$ cat src/rtl/rla_pkg.sv
package rla_pkg;

  // Strobes from control to datapath, one clock edge's worth of action.
  typedef struct packed {
    logic push;  // store the producer beat at this edge
    logic pop;   // move the FIFO head onto the outputs at this edge
  } rlaStrobes_t;

endpackage

$ cat src/rtl/rla_ctrl.sv
module rla_ctrl
  import rla_pkg::*;
#(
  parameter int LATENCY    = 4,
  parameter int FIFO_DEPTH = 6
) (
  input  logic        clk,
  input  logic        rst,
  input  logic        inValid,
  input  logic        outReady,
  output logic        inReady,
  output rlaStrobes_t strobes
);

  localparam int CNT_W = $clog2(FIFO_DEPTH + 1);

  logic [CNT_W-1:0] fillCnt;
  logic             grantNext;  // next cycle is a granted cycle

  // The grant for the next cycle is outReady delayed by LATENCY-1 cycles.
  generate
    if (LATENCY == 1) begin : g_direct
      assign grantNext = outReady;
    end else begin : g_hist
      logic [LATENCY-2:0] readyHist;
      logic [LATENCY-1:0] tapVec;

      assign tapVec = {readyHist, outReady};

      always_ff @(posedge clk) begin
        if (rst) begin
          readyHist <= '0;
        end else begin
          readyHist <= tapVec[LATENCY-2:0];
        end
      end

      assign grantNext = tapVec[LATENCY-1];
    end
  endgenerate

  assign inReady = (fillCnt < CNT_W'(FIFO_DEPTH));

  always_comb begin
    strobes.push = inValid & inReady;
    strobes.pop  = grantNext & (fillCnt != '0);
  end

  always_ff @(posedge clk) begin
    if (rst) begin
      fillCnt <= '0;
    end else begin
      case ({strobes.push, strobes.pop})
        2'b10:   fillCnt <= fillCnt + 1'b1;
        2'b01:   fillCnt <= fillCnt - 1'b1;
        default: fillCnt <= fillCnt;
      endcase
    end
  end

endmodule

$ cat src/rtl/rla_datapath.sv
module rla_datapath
  import rla_pkg::*;
#(
  parameter int PAY_W      = 19,
  parameter int FIFO_DEPTH = 6
) (
  input  logic             clk,
  input  logic             rst,
  input  rlaStrobes_t      strobes,
  input  logic [PAY_W-1:0] inPayload,
  output logic             outValid,
  output logic [PAY_W-1:0] outPayload
);

  localparam int PTR_W = (FIFO_DEPTH > 1) ? $clog2(FIFO_DEPTH) : 1;

  logic [PAY_W-1:0] skidMem [FIFO_DEPTH];
  logic [PTR_W-1:0] wrPtr;
  logic [PTR_W-1:0] rdPtr;

  function automatic logic [PTR_W-1:0] bumpPtr(input logic [PTR_W-1:0] p);
    return (p == PTR_W'(FIFO_DEPTH - 1)) ? '0 : p + 1'b1;
  endfunction

  always_ff @(posedge clk) begin
    if (strobes.push) begin
      skidMem[wrPtr] <= inPayload;
    end
  end

  always_ff @(posedge clk) begin
    if (rst) begin
      wrPtr      <= '0;
      rdPtr      <= '0;
      outValid   <= 1'b0;
      outPayload <= '0;
    end else begin
      outValid <= strobes.pop;
      if (strobes.push) begin
        wrPtr <= bumpPtr(wrPtr);
      end
      if (strobes.pop) begin
        rdPtr      <= bumpPtr(rdPtr);
        outPayload <= skidMem[rdPtr];
      end
    end
  end

endmodule

$ cat src/rtl/rla_adapter.sv
module rla_adapter
  import rla_pkg::*;
#(
  parameter int DATA_W     = 16,
  parameter int CHAN_W     = 2,
  parameter int ERR_W      = 1,
  parameter int LATENCY    = 4,
  parameter int FIFO_DEPTH = LATENCY + 2
) (
  input  logic              clk,
  input  logic              rst,
  input  logic              inValid,
  output logic              inReady,
  input  logic [DATA_W-1:0] inData,
  input  logic [CHAN_W-1:0] inChannel,
  input  logic [ERR_W-1:0]  inError,
  input  logic              outReady,
  output logic              outValid,
  output logic [DATA_W-1:0] outData,
  output logic [CHAN_W-1:0] outChannel,
  output logic [ERR_W-1:0]  outError
);

  localparam int PAY_W = DATA_W + CHAN_W + ERR_W;

  rlaStrobes_t      strobes;
  logic [PAY_W-1:0] inPayload;
  logic [PAY_W-1:0] outPayload;

  assign inPayload = {inData, inChannel, inError};
  assign {outData, outChannel, outError} = outPayload;

  rla_ctrl #(
    .LATENCY   (LATENCY),
    .FIFO_DEPTH(FIFO_DEPTH)
  ) ctrl_i (
    .clk     (clk),
    .rst     (rst),
    .inValid (inValid),
    .outReady(outReady),
    .inReady (inReady),
    .strobes (strobes)
  );

  rla_datapath #(
    .PAY_W     (PAY_W),
    .FIFO_DEPTH(FIFO_DEPTH)
  ) dp_i (
    .clk       (clk),
    .rst       (rst),
    .strobes   (strobes),
    .inPayload (inPayload),
    .outValid  (outValid),
    .outPayload(outPayload)
  );

endmodule

$ cat config.mk
export PLATFORM = sky130hd
export DESIGN_NAME = rla_adapter
export DESIGN_NICKNAME = d
export VERILOG_FILES = /design/src/rtl/rla_pkg.sv /design/src/rtl/rla_ctrl.sv /design/src/rtl/rla_datapath.sv /design/src/rtl/rla_adapter.sv
export SDC_FILE = /design/constraint.sdc
export NUM_CORES = 1
export LEC_CHECK = 0
export ABC_AREA = 1
export ABC_CLOCK_PERIOD_IN_PS = 3130
export BUFFER_PORTS_ARGS = -buffer_cell sky130_fd_sc_hd__buf_4
export CAP_MARGIN = 15
export CORE_UTILIZATION = 60
export DETAILED_ROUTE_END_ITERATION = 10
export PLACE_DENSITY = 0.82
export SYNTH_ARGS = -nofsm -noshare
export SYNTH_HDL_FRONTEND = slang
export SYNTH_SLANG_ARGS = --single-unit
$ cat constraint.sdc
create_clock -name clk -period 3.13 [get_ports clk]
set_input_delay 0.313 -clock clk [delete_from_list [all_inputs] [get_ports clk]]
set_output_delay 0.313 -clock clk [all_outputs]
set_load 0.02 [all_outputs]
==> out/results.ini, run 1 <==
[run_status]
status=finished clean

[timing]
rsz0062_at_grt=false
fin_crit_ns=2.22
slew_violations=0
setup_viol=0
whs_ns=0.00581
fmax_mhz=450
tightest_slew_ns=0.953
tns_ns=0
fin_skew_ns=0.00953
slew_headroom=0.364
setup_ws_ns=0.908
hold_viol=0
period_share=0.710

[critical_path]
arrival_ns=2.46
end_kind=flip-flop
worstPathMaxFanout=10
crit_required_ns=3.36
crit_top_cell=nand2_1
critPathKind=reg2reg
path_cells=nand2_1, nand2_1, inv_1, nand2_1, nor3_2, buf_4
slowest_delay_ns=0.70
cp_top_family=simple AND/OR/NAND/NOR gates
startpoint_type=flip-flop
crit_buf_inv=2
r2r_setup_slack_ns=0.91
crit_slowest_cell=nor3_2

[global_route]
grt_usage=0.276
grt_use_met3=0.0766
grt.met1_usage=0.337
antenna_found_initial=0
grt_pass1_vias=4307
top_usage_layer=met2
met2_usage=0.452
grt_pass1_wl_mm=20.8
grt_overflow_total=0
grt_start_max_net_pins=61

[final_layout]
fillCellCount=604
drive_gt1_frac=0.131
nNetsFinal=690
diodes=0
area_growth_pct=18.9
final_util=0.737

[route]
wl_per_cell_um=16.1
drtIter0Drc=294
wl_mm=13.1
ant_nets=0
post_drt_via_cell_ratio=5.24
drc=0
vias=4242
drtPass1Iterations=5

[floorplanning]
die_x_um=103
rows=36
dieHeight_um=103
die_area_um2=10500
io_pins=44
start_util=0.620
core_um2=9770

[cts]
numCtsBuffers=17
cts_setup_buffers=0
clk_path_buf_depth=2
path_clk_slew_ns=0.06
cts_root_buf=clkbuf_8
clk_latency_ns=0.54
cts_hold_buffers=19
htree_levels=4
cts.sinks=146
ctsResizeCount=0
cts_tree=done

[power_and_ir_drop]
irDropWorstVdd_mv=0.478
power.leakage_uw=0.00318
powerDensity_nw_per_um2=627
power_uw=4520

[place]
hpwl_mm=7.07
portBuffers=43
gp_congestion=0.796
pre_cts_ws_ns=1.01

[yosys]
synthXorXnorAreaFrac=0
synth.distinct_cells=24
yosys_warnings=0
synth_compound_area_frac=0.0427
yosys.area_share.simple=0.193
ys_ff_latch=146
synth-seq-area-share=0.671
synthCells=603
synth_area_um2=6060
synth-adder-area-share=0.00537
syn_area_per_cell_um2=10.1
synth_nets=628
muxShareOfSynthArea=0
synth_top_family_by_area=simple AND/OR/NAND/NOR gates

[flow_run]
cap_violations=0

[min_path]
hp-class=in2reg

[placed cells by master, fill, tap and decap left out, types with 2 or more instances in the layout]
cell type and instances:
a21oi_1 25, buf_4 52, bufinv_16 5, clkbuf_1 2, clkbuf_16 16, clkinv_1 3, clkinvlp_4 3, dfxtp_1 31
dlygate4sd3_1 19, edfxtp_1 114, inv_1 75, inv_2 2, nand2_1 203, nand3_1 22, nor2_1 64, nor3_1 2
nor3_2 3, o21ai_0 24
[registers in the layout (all words and copies together), names as in the netlist]
register / count
ctrl_i.fillCnt: 3
ctrl_i.g_hist.readyHist: 3
dp_i.outPayload: 19
dp_i.outValid: 1
dp_i.rdPtr: 3
dp_i.skidMem: 114
dp_i.wrPtr: 3
[cells in the mapped netlist, drive strengths merged]
master / number / share of area
nor3: 5 / 0.0041
o21ai: 25 / 0.021
inv: 78 / 0.050
ha: 1 / 0.0021
nor4: 1 / 0.0010
nor2: 64 / 0.040
edfxtp: 114 / 0.56
nand2: 204 / 0.13
clkbuf: 1 / 0.00062
nand3b: 1 / 0.0012
buf: 27 / 0.038
a21oi: 26 / 0.022
dfxtp: 32 / 0.11
fa: 1 / 0.0033
nand3: 23 / 0.020
[through the flow]
step | area, µm² | std cells
finish | 7210 | 810
global route | 7210 | 810
CTS | 7210 | 810
detailed placement | 6410 | 760
global placement | 6410 | 760
floorplan | 6060 | 603
[kinds of logic after synthesis]
logic type / after synthesis
AOI/OAI and AO/OA: 51
adders and majority gates: 2
buffers and inverters: 106
DFF: 146
and+or+nand+nor: 298
[routing by layer]
| metal | vias to the layer above | routed length, µm |
|---|---|---|
| met2 | 175 | 6620 |
| met5 | - | 0 |
| met1 | 1993 | 5080 |
| met4 | 0 | 385 |
| li1 | 2043 | - |
| met3 | 31 | 966 |
[worst reg2reg max path: stages (launching register included)]
cell and delay (ns):
dfxtp_1 0.33, nand2_1 0.09, nand2_1 0.15, inv_1 0.16, nand2_1 0.15, nor3_2 0.70
buf_4 0.34
[worst paths after layout]
kind / end / depth (start not counted) / from
setup reg to reg: dp_i.skidMem[0][12] / 6 / ctrl_i.fillCnt[1]
setup / recovery: dp_i.skidMem[0][12] / 6 / ctrl_i.fillCnt[1]
hold reg to reg: ctrl_i.g_hist.readyHist[1] / 2 / ctrl_i.g_hist.readyHist[0]
hold / removal: dp_i.skidMem[1][2] / 1 / inChannel[1]
[where the power goes]
part	switching (µW)	internal (µW)
logic	155	91.1
clock network	742	1360
registers	23.8	2150
[layout make-up]
type	count	area [µm²]	share of cell area
Tap cell	133	166	0.0231
Clock inverter	12	189	0.0262
Multi-Input combinational cell	351	1490	0.206
Timing Repair Buffer	71	581	0.0805
Clock buffer	19	422	0.0585
Sequential cell	146	4070	0.564
Inverter	78	300	0.0417
No activity file was read; power rests on OpenSTA's default activity.
==> run 2, diff against run 1 <==
--- a/config.mk
+++ b/config.mk
@@ -6,12 +6,12 @@
 export NUM_CORES = 1
 export LEC_CHECK = 0
 export ABC_AREA = 1
-export ABC_CLOCK_PERIOD_IN_PS = 3130
+export ABC_CLOCK_PERIOD_IN_PS = 2000
 export BUFFER_PORTS_ARGS = -buffer_cell sky130_fd_sc_hd__buf_4
 export CAP_MARGIN = 15
-export CORE_UTILIZATION = 60
+export CORE_UTILIZATION = 54
 export DETAILED_ROUTE_END_ITERATION = 10
-export PLACE_DENSITY = 0.82
+export PLACE_DENSITY = 0.78
 export SYNTH_ARGS = -nofsm -noshare
 export SYNTH_HDL_FRONTEND = slang
 export SYNTH_SLANG_ARGS = --single-unit
==> constraint.sdc (replaced) <==
create_clock -name clk -period 2 [get_ports clk]
set_input_delay 0.2 -clock clk [delete_from_list [all_inputs] [get_ports clk]]
set_output_delay 0.2 -clock clk [all_outputs]
set_load 0.02 [all_outputs]
==> run 2 against run 1 <==
Compared with the run above: cell count increased by 2.3%; clock power increased by 52%; clock skew increased by 0.0031 ns; sequential power increased by 57%; first-iteration DRC count increased by 2.7%; power increased by 55%; utilization decreased by 6.3 points; worst setup slack got worse by 0.73 ns; highest routed layer unchanged; via count increased by 2.0%; sequential cell count unchanged; critical path depth increased by 5; sequential share of layout area decreased by 1.1 points.
==> out/results.ini, run 2 (same netlist as run 1, synthesis figures left out) <==
[timing]
period_share=0.913  ; +0.203
slew_violations=0  ; unchanged
fmax_mhz=548  ; +22%
setup_viol=0  ; unchanged
slew_headroom=0.653  ; +0.289
tightest_slew_ns=0.521  ; -0.433 ns
fin_skew_ns=0.0126  ; +0.00311 ns
whs_ns=0.174  ; +0.168 ns
fin_crit_ns=1.83  ; -0.396 ns
hold_viol=0  ; unchanged
rsz0062_at_grt=false

[global_route]
grt_usage=0.247  ; -0.0294
grt_pass1_vias=4350  ; +1.0%
antenna_found_initial=0  ; unchanged
grt_start_max_net_pins=61  ; unchanged
grt_pass1_wl_mm=21.2  ; +2.3%
grt_overflow_total=0  ; unchanged

[floorplanning]
die_x_um=108  ; +5.3%
die_area_um2=11700  ; +11%
start_util=0.557  ; -0.0634
rows=38  ; +5.6%
core_um2=10900  ; +11%
io_pins=44  ; unchanged
dieHeight_um=108  ; +5.3%

[power_and_ir_drop]
powerDensity_nw_per_um2=952  ; +52%
p_sw_frac=0.207  ; +0.00296
clock_power_share=0.456  ; -0.009
internal_power_uw=5550  ; +54%
seqPwrFrac=0.485  ; +0.004
power.leakage_uw=0.00326  ; +2.4%
comb_power_share=0.059  ; +0.005
p_switching_uw=1450  ; +57%
power_uw=7000  ; +55%
irDropWorstVdd_mv=0.606  ; +27%

[critical_path]
slowest_delay_ns=0.38  ; -0.32 ns
critPathKind=reg2reg
r2r_cells=11  ; +5
worstPathMaxFanout=3  ; -7
rr_startpoint=ctrl_i.fillCnt[1]
reg2reg_to=ctrl_i.fillCnt[2]
crit_top_cell=inv_1
crit_buf_inv=3  ; +1
crit_required_ns=2.41  ; -0.95 ns
crit_slowest_cell=fa_1
cp_top_family=adder cells
crit_start=ctrl_i.fillCnt[1]
path_cells=inv_2, nand3_2, nand2_4, inv_1, ha_1, inv_1, fa_1, nand2_1, nand3_1, o21ai_1, a21oi_1
arrival_ns=2.24  ; -0.22 ns
r2r_setup_slack_ns=0.17  ; -0.73 ns
startpoint_type=flip-flop
end_kind=flip-flop

[final_layout]
final_common_cell=nand2_1
final_util=0.675  ; -0.0626
final_cell_mix=nand2_1 (202), edfxtp_1 (114), inv_1 (75)
largest_reg_flops=114  ; unchanged
fillCellCount=773  ; +28%
area_growth_pct=21.2
nNetsFinal=701  ; +1.6%
stdcell_count=829  ; +2.3%
drive_gt1_frac=0.148  ; +0.0166
layout.cell_area.non_filler_um2=7350  ; +1.9%
diodes=0  ; unchanged
reg.largest.list=dp_i.skidMem: 114 flops, dp_i.outPayload: 19 flops
top_register=dp_i.skidMem

[cts]
path_clk_slew_ns=0.06  ; about the same
cts.sinks=146  ; unchanged
cts_tree=done
htree_levels=4  ; unchanged
clk_path_buf_depth=2  ; unchanged
numCtsBuffers=17  ; unchanged
cts_root_buf=clkbuf_8
clk_latency_ns=0.52  ; -0.02 ns

[route]
drtIter0Drc=302  ; +2.7%
vias=4326  ; +2.0%
post_drt_via_cell_ratio=5.22  ; -0.36%
wl_per_cell_um=16.0  ; -0.55%
drc=0  ; unchanged
ant_nets=0  ; unchanged
drtPass1Iterations=5  ; unchanged
wl_mm=13.3  ; +1.8%

[place]
gp_congestion=0.744  ; -6.5%
place_area_um2=6500  ; +1.4%
place_inst=775  ; +2.0%
portBuffers=43  ; unchanged
hpwl_mm=7.55  ; +6.8%

[flow_run]
cap_violations=0  ; unchanged

[min_path]
whs_path_depth=4  ; +3
hp-class=in2reg
hp-start=inValid
holdPathEnd=dp_i.wrPtr[0]

[run_status]
status=finished clean

[run 2: changes by cell type in the layout (fill, tap and decap cells not counted), sizes merged]
cell / change
buf: +8
clkbuf: +9
clkinv: -1
dlygate4sd3: +3
bufinv: -5
clkinvlp: -2
[run 2: worst max-delay path by stage]
stage	end	slack, ns	cells past startpoint
2_1_floorplan	dp_i.skidMem[5][0]	-0.57	5
5_1_grt	ctrl_i.fillCnt[2]	0.005	12
6_report	ctrl_i.fillCnt[2]	0.17	11
4_1_cts	ctrl_i.fillCnt[2]	0.11	9
3_3_place_gp	ctrl_i.fillCnt[2]	0.31	9
3_5_place_dp	ctrl_i.fillCnt[2]	0.12	9
[run 2: worst min-delay path, stage by stage]
cell and delay, ns:
buf_4 0.11, nand2_2 0.13, nor2_1 0.09, nor2_1 0.12
[run 2: power groups by stage]
| stage | combinational [µW] | clock [µW] | sequential (µW) |
|---|---|---|---|
| after detailed placement | 366 | 0 | 3460 |
| after CTS | 409 | 3220 | 3400 |
| final | 410 | 3190 | 3400 |
| after floorplan | 212 | 0 | 3460 |
| after global placement | 345 | 0 | 3450 |
| after global routing | 454 | 3360 | 3400 |
[run 2: stage by stage]
stage	setup TNS [ns]	setup slack (ns)
after floorplan	-35.14	-0.570
after detailed placement	0	0.119
after CTS	0	0.112
after global routing	0	0.00501
after global placement	0	0.314
final	0	0.174
[run 2: timing repair]
| item | CTS | global route |
|---|---|---|
| hold endpoints to repair | 121 | 0 |
| resized for setup | 0 | 2 |
| setup buffers | 0 | 0 |
| hold buffers | 22 | 0 |
| endpoints found under the setup margin | 0 | 1 |
[run 2: final cells by class]
cell class,instances,area (µm²),area share
Timing Repair Buffer,82,683,0.0930
Sequential cell,146,4070,0.553
Clock buffer,28,602,0.0819
Clock inverter,4,26.3,0.00358
Tap cell,140,175,0.0238
Multi-Input combinational cell,351,1500,0.204
Inverter,78,300,0.0409
[run 2: metal layers]
metal / global-route usage / routed length (µm) / vias up
met5: 0 / 0 / -
met4: 0.131 / 349 / 0
met3: 0.0536 / 798 / 31
met2: 0.414 / 6990 / 164
met1: 0.298 / 5150 / 2069
li1: - / - / 2062
